==> src/rtl/pspwm5_pkg.sv <==
package pspwm5_pkg;
  // Strobes from the counter control to the modulation datapath
  typedef struct packed {
    logic latch;   // carrier valley: capture new reference, trim and period
  } pwmStrobe_t;
endpackage

==> src/rtl/pspwm5_ctrl.sv <==
module pspwm5_ctrl
  import pspwm5_pkg::*;
#(
  parameter int CW       = 12,
  parameter int DEF_HALF = 8
) (
  input  logic          clk,
  input  logic          rstN,
  input  logic [CW-1:0] periodIn,
  output logic [CW-1:0] cnt,
  output logic [CW-1:0] pCur,
  output logic [CW-1:0] nextP,
  output pwmStrobe_t    strb
);
  logic          up;
  logic [CW-1:0] effP;

  always_comb begin
    nextP      = (periodIn == '0) ? CW'(1) : periodIn;
    strb.latch = (cnt == '0);
    effP       = strb.latch ? nextP : pCur;
  end

  always_ff @(posedge clk or negedge rstN) begin
    if (!rstN) begin
      cnt  <= '0;
      up   <= 1'b1;
      pCur <= CW'(DEF_HALF);
    end else begin
      if (strb.latch) pCur <= nextP;
      if (up) begin
        cnt <= cnt + 1'b1;
        if (cnt + 1'b1 >= effP) up <= 1'b0;
      end else begin
        cnt <= cnt - 1'b1;
        if (cnt <= CW'(1)) up <= 1'b1;
      end
    end
  end

  // counter stays within the triangle and steps by one each clock
  assert_cnt_bound_R4: assert property (@(posedge clk) disable iff (!rstN)
    cnt <= pCur);
  assert_cnt_rise_R4: assert property (@(posedge clk) disable iff (!rstN)
    up |=> cnt == $past(cnt) + 1'b1);
  assert_cnt_fall_R4: assert property (@(posedge clk) disable iff (!rstN)
    !up |=> cnt == $past(cnt) - 1'b1);
endmodule

==> src/rtl/pspwm5_dp.sv <==
module pspwm5_dp
  import pspwm5_pkg::*;
#(
  parameter int CW   = 12,
  parameter int RW   = 16,
  parameter int FRAC = 13
) (
  input  logic                 clk,
  input  logic                 rstN,
  input  pwmStrobe_t           strb,
  input  logic [CW-1:0]        cnt,
  input  logic [CW-1:0]        pCur,
  input  logic [CW-1:0]        nextP,
  input  logic signed [RW-1:0] refIn,
  input  logic signed [CW-1:0] trimIn,
  output logic                 s1,
  output logic                 s2,
  output logic                 s3
);
  localparam int EW  = RW + 2;
  localparam int PW  = FRAC + CW + 1;
  localparam int TW  = CW + 2;
  localparam int ONE = 1 << FRAC;
  localparam int TWO = 1 << (FRAC + 1);

  logic                 isPos;
  logic signed [EW-1:0] refExt, halfRef;
  logic [FRAC:0]        mScaled;
  logic [PW-1:0]        prod;
  logic [CW:0]          base;
  logic signed [TW-1:0] baseS, trimS, pS, aRaw, bRaw;
  logic [CW-1:0]        thrANext, thrBNext;
  logic [CW-1:0]        thrA, thrB, carB;

  function automatic logic [CW-1:0] satThr(input logic signed [TW-1:0] v,
                                           input logic signed [TW-1:0] lim);
    if (v < 0)        return '0;
    else if (v > lim) return CW'(lim);
    else              return CW'(v);
  endfunction

  // fold the bipolar reference into a unipolar modulation value
  always_comb begin
    isPos   = !refIn[RW-1];
    refExt  = EW'(refIn);
    halfRef = isPos ? (refExt >>> 1) : ((refExt + EW'(TWO)) >>> 1);
    if (halfRef < 0)             mScaled = '0;
    else if (halfRef > EW'(ONE)) mScaled = (FRAC+1)'(ONE);
    else                         mScaled = (FRAC+1)'(halfRef);
    prod = PW'(mScaled) * PW'(nextP);
    base = prod[PW-1:FRAC];
  end

  // opposite trim on the two thresholds, clamped to the carrier span
  always_comb begin
    baseS    = $signed(TW'(base));
    trimS    = TW'(trimIn);
    pS       = $signed(TW'(nextP));
    aRaw     = baseS - trimS;
    bRaw     = baseS + trimS;
    thrANext = satThr(aRaw, pS);
    thrBNext = satThr(bRaw, pS);
  end

  // capture only at the valley
  always_ff @(posedge clk or negedge rstN) begin
    if (!rstN) begin
      thrA <= '0;
      thrB <= '0;
      s3   <= 1'b0;
    end else if (strb.latch) begin
      thrA <= thrANext;
      thrB <= thrBNext;
      s3   <= isPos;
    end
  end

  // compare against the two mirrored carriers
  always_comb begin
    carB = pCur - cnt;
    s1   = (cnt < thrA);
    s2   = (carB < thrB);
  end

  assert_thr_limit_R8: assert property (@(posedge clk) disable iff (!rstN)
    (thrA <= pCur) && (thrB <= pCur));
  assert_thr_hold_R9: assert property (@(posedge clk) disable iff (!rstN)
    !strb.latch |=> $stable(thrA) && $stable(thrB));
  assert_hv_hold_R3: assert property (@(posedge clk) disable iff (!rstN)
    !strb.latch |=> $stable(s3));
endmodule

==> src/rtl/pspwm5_leg.sv <==
module pspwm5_leg
  import pspwm5_pkg::*;
#(
  parameter int CW       = 12,
  parameter int RW       = 16,
  parameter int FRAC     = 13,
  parameter int DEF_HALF = 8
) (
  input  logic                 clk,
  input  logic                 rstN,
  input  logic [CW-1:0]        periodIn,
  input  logic signed [RW-1:0] refIn,
  input  logic signed [CW-1:0] trimIn,
  output logic [3:0]           gateOut,
  output logic [3:0]           gateOutN
);
  pwmStrobe_t    strb;
  logic [CW-1:0] cnt, pCur, nextP;
  logic          s1, s2, s3;

  pspwm5_ctrl #(.CW(CW), .DEF_HALF(DEF_HALF)) u_ctrl (
    .clk(clk), .rstN(rstN), .periodIn(periodIn),
    .cnt(cnt), .pCur(pCur), .nextP(nextP), .strb(strb)
  );

  pspwm5_dp #(.CW(CW), .RW(RW), .FRAC(FRAC)) u_dp (
    .clk(clk), .rstN(rstN), .strb(strb), .cnt(cnt), .pCur(pCur),
    .nextP(nextP), .refIn(refIn), .trimIn(trimIn),
    .s1(s1), .s2(s2), .s3(s3)
  );

  // both high-voltage pairs share one command; R2: complements
  always_comb begin
    gateOut  = {s3, s3, s2, s1};
    gateOutN = ~gateOut;
  end

  assert_hv_pair_R3: assert property (@(posedge clk) disable iff (!rstN)
    gateOut[3] == gateOut[2]);
endmodule

==> config.mk <==
export PLATFORM = sky130hd
export DESIGN_NAME = pspwm5_leg
export DESIGN_NICKNAME = d
export VERILOG_FILES = /design/src/rtl/pspwm5_pkg.sv /design/src/rtl/pspwm5_ctrl.sv /design/src/rtl/pspwm5_dp.sv /design/src/rtl/pspwm5_leg.sv
export SDC_FILE = /design/constraint.sdc
export NUM_CORES = 1
export LEC_CHECK = 0
export CORE_UTILIZATION = 65
export CTS_CLUSTER_DIAMETER = 100
export DETAILED_ROUTE_END_ITERATION = 7
export DONT_BUFFER_PORTS = 1
export PLACE_DENSITY = 0.79
export SLEW_MARGIN = 10
export SYNTH_ARGS = -nofsm -noshare
export SYNTH_HDL_FRONTEND = slang
export SYNTH_SLANG_ARGS = --single-unit
export TNS_END_PERCENT = 30
==> constraint.sdc <==
create_clock -name clk -period 3.5 [get_ports clk]
set_input_delay 0.175 -clock clk [delete_from_list [all_inputs] [get_ports clk]]
set_output_delay 0.175 -clock clk [all_outputs]
set_load 0.005 [all_outputs]
==> results.ini <==
[run_status]
outcome=finished, violations left
violations_in_the_final_reports=negative setup slack

[drt]
route.vias.total=10091
detail_routed_via_count_per_cell=6.057
drt-pass1-iter-count=5
route.detailed.drc=0
avgRoutedWirePerCell_um=19.16
routed_wirelength_um=31920
postRouteAntennaNets=0
first_iter_violations=945

[global_route]
grt_max_degree=51
grt_use_total_pct=36.70
grt-ovfl-total=0
initial_antenna_violation_count=0
wire_length_of_the_first_global_routing_pass_um=50340
first_global_vias=10449

[cts]
cts_tree=done
clock_latency_ns=0.30
cts-buffers-inserted=5
worst_setup_hold_path_clk_slew_ns=0.07
clock_sink_count=50
clock_tree.htree_level_count=2
ctsLongestPathBuffers=2
clock_tree.root_cell=sky130_fd_sc_hd__clkbuf_16

[final_layout]
insertedDiodeCount=0
fraction_of_final_layout_cells_with_drive_strength_greater_than_1_pct=23.17
final_instance_area_mm2=0.01325
layout_commonest_cell=sky130_fd_sc_hd__inv_1
nNetsFinal=1774
flow.area_growth_from_synthesis_pct=21.68
most-common-layout-cells=226 x sky130_fd_sc_hd__inv_1, 190 x sky130_fd_sc_hd__buf_4, 149 x sky130_fd_sc_hd__ha_1
final_util_pct=82.24

[sta]
period_needed_ns=8.402
slew_viol_final=0
max_freq_mhz=119.0
setup_tns_ns=-116.74
final_hold_viol_count=0
finClkSkew_ns=0.004874
maxSlewHeadroom_pct=53.45
worst_pin_slew_ns=0.6919
final_worst_hold_slack_ns=0.05743
postLayoutSetupSlackWorst_ns=-4.902
grt_setup_unrepaired=true
setup_viol=24
final_min_period_over_clock_period_pct=240.1

[floorplanning]
floorplan.die.width_um=131.5
io_pins=50
placementRows=46
die-area_mm2=0.01728
starting_density_pct=67.59
design.core.area_mm2=0.01612
die_h_um=131.5

[setup_path]
setup.reg_to_reg.worst_slack_ns=0.14
critPathSlowestCell=sky130_fd_sc_hd__fa_1
critPathRequiredTime_ns=3.68
critical_path_depth=38
largest_stage_delay_on_the_critical_path_ns=0.56
cp-start-kind=input pin
path_common_cell=sky130_fd_sc_hd__fa_1
critPathKind=input pin to flop
critical_path.n_buffers_inverters=8
cp_top_delay_family=adder cells
crit_arrival_ns=8.59
rr_worst_depth=15
critical_path_peak_fanout=12
worstSetupEndpointType=flop

[logic_synthesis]
synth_sequential_area_ratio_pct=11.51
synthCells=1310
synth_warnings=0
yosysTopAreaCell=sky130_fd_sc_hd__fa_1
netlist.area_leader.share_pct=22.42
synth_top_flop_cell=sky130_fd_sc_hd__dfrtp_1
synthesis.area_mm2=0.01089
synth_area_per_cell_um2=8.315
top_post_synthesis_cells_by_area=sky130_fd_sc_hd__fa_1 22%, sky130_fd_sc_hd__ha_1 18%, sky130_fd_sc_hd__dfrtp_1 11%, sky130_fd_sc_hd__inv_1 8.1%, sky130_fd_sc_hd__nand2_1 5.5%
synth_enable_flop_cells=0
synthesis.nets=1635
yosys_register_bits=50
yosysUniqueCellTypes=62
asyncSetResetFlopFracSynth_pct=100.0

[hold_path]
min_path_cells=2
min_path_type=input pin to flop

[place]
globalplace.congestion=0.9520
placed_cell_area_mm2=0.01235
detailed_place_hpwl_um=23860
io_buffer_count=0

[run]
maxCapViolations=0

[flip-flops by register name (all words and copies together) (netlist names)]
name / cells
u_dp.thrA: 12
u_ctrl.up: 1
u_ctrl.cnt: 12
u_ctrl.pCur: 12
u_dp.thrB: 12
u_dp.s3: 1
[final cells by class]
cell class	instances	area, µm²
Clock buffer	6	128.9
Inverter	236	898.4
Fill cell	1038	2861
Sequential cell	50	1256
Multi-Input combinational cell	955	9067
Timing Repair Buffer	201	1595
Tap cell	216	270.3
Clock inverter	2	37.54
[worst reg2reg max path, stage by stage (launching register included)]
cell,delay (ns)
sky130_fd_sc_hd__dfrtp_1,0.44
sky130_fd_sc_hd__inv_1,0.18
sky130_fd_sc_hd__nand4_1,0.20
sky130_fd_sc_hd__nor4_1,0.22
sky130_fd_sc_hd__buf_4,0.17
sky130_fd_sc_hd__nand3_2,0.16
sky130_fd_sc_hd__a21oi_1,0.24
sky130_fd_sc_hd__ha_1,0.25
sky130_fd_sc_hd__nand2b_1,0.14
sky130_fd_sc_hd__a21o_1,0.17
sky130_fd_sc_hd__a21o_1,0.18
sky130_fd_sc_hd__a211oi_1,0.25
sky130_fd_sc_hd__o21bai_1,0.11
sky130_fd_sc_hd__a31oi_1,0.20
sky130_fd_sc_hd__o21ai_1,0.10
sky130_fd_sc_hd__o41ai_1,0.25
[path summary, 6_finish.rpt]
check                         startpoint              to
max reg2reg                u_ctrl.cnt[8]       u_ctrl.up
max in group asynchronous           rstN       u_ctrl.up
min reg2reg                 u_dp.thrA[7]    u_dp.thrA[7]
max                             refIn[8]    u_dp.thrB[6]
min                          periodIn[8]    u_dp.thrA[8]
min in group asynchronous           rstN  u_ctrl.pCur[9]
[stage by stage]
| stage | instances | worst slack [ns] |
|---|---|---|
| final | 1666 | -4.902 |
| after global routing | 1666 | -5.201 |
| after CTS | 1651 | -4.589 |
| after detailed placement | 1618 | -5.154 |
| after global placement | 1618 | -4.970 |
| after floorplan | 1310 | -4.536 |
[Yosys cell counts, drive strengths merged (14+ instances only)]
master,n
and2,22
mux2i,26
ha,161
buf,14
nor2,61
and3,54
o21ai,54
nor3,20
inv,236
nand3,15
fa,122
xor2,19
nand2,160
a21oi,52
xnor2,49
clkbuf,55
dfrtp,48
[timing repair]
action / CTS / global route
endpoints found under the setup margin: 26 / 27
gates cloned: 0 / 1
hold endpoints to repair: 51 / 0
pin swaps: 20 / 25
resized for setup: 27 / 53
hold buffers: 3 / 0
buffers inserted: 22 / 14
[metal layers]
metal | vias up | GRT usage, % | wire length [µm]
met1 | 5030 | 47.27 | 12950
met5 | - | 0 | 0
li1 | 4511 | - | -
met2 | 452 | 60.99 | 15100
met3 | 98 | 7.832 | 2682
met4 | 0 | 12.73 | 1184
[kinds of logic after synthesis]
| kind of cell | synth area share [%] |
|---|---|
| buffers and inverters | 10.95 |
| multiplexers | 2.389 |
| AO/OA/AOI/OAI | 12.29 |
| AND/OR/NAND/NOR | 16.48 |
| XOR/XNOR | 5.467 |
| adder cells (fa/ha/maj) | 40.91 |
| flip-flops | 11.51 |
Power is left out: the tool's default activity adds up to more than one toggle a clock period on the data nets, which glitch-free logic cannot reach.
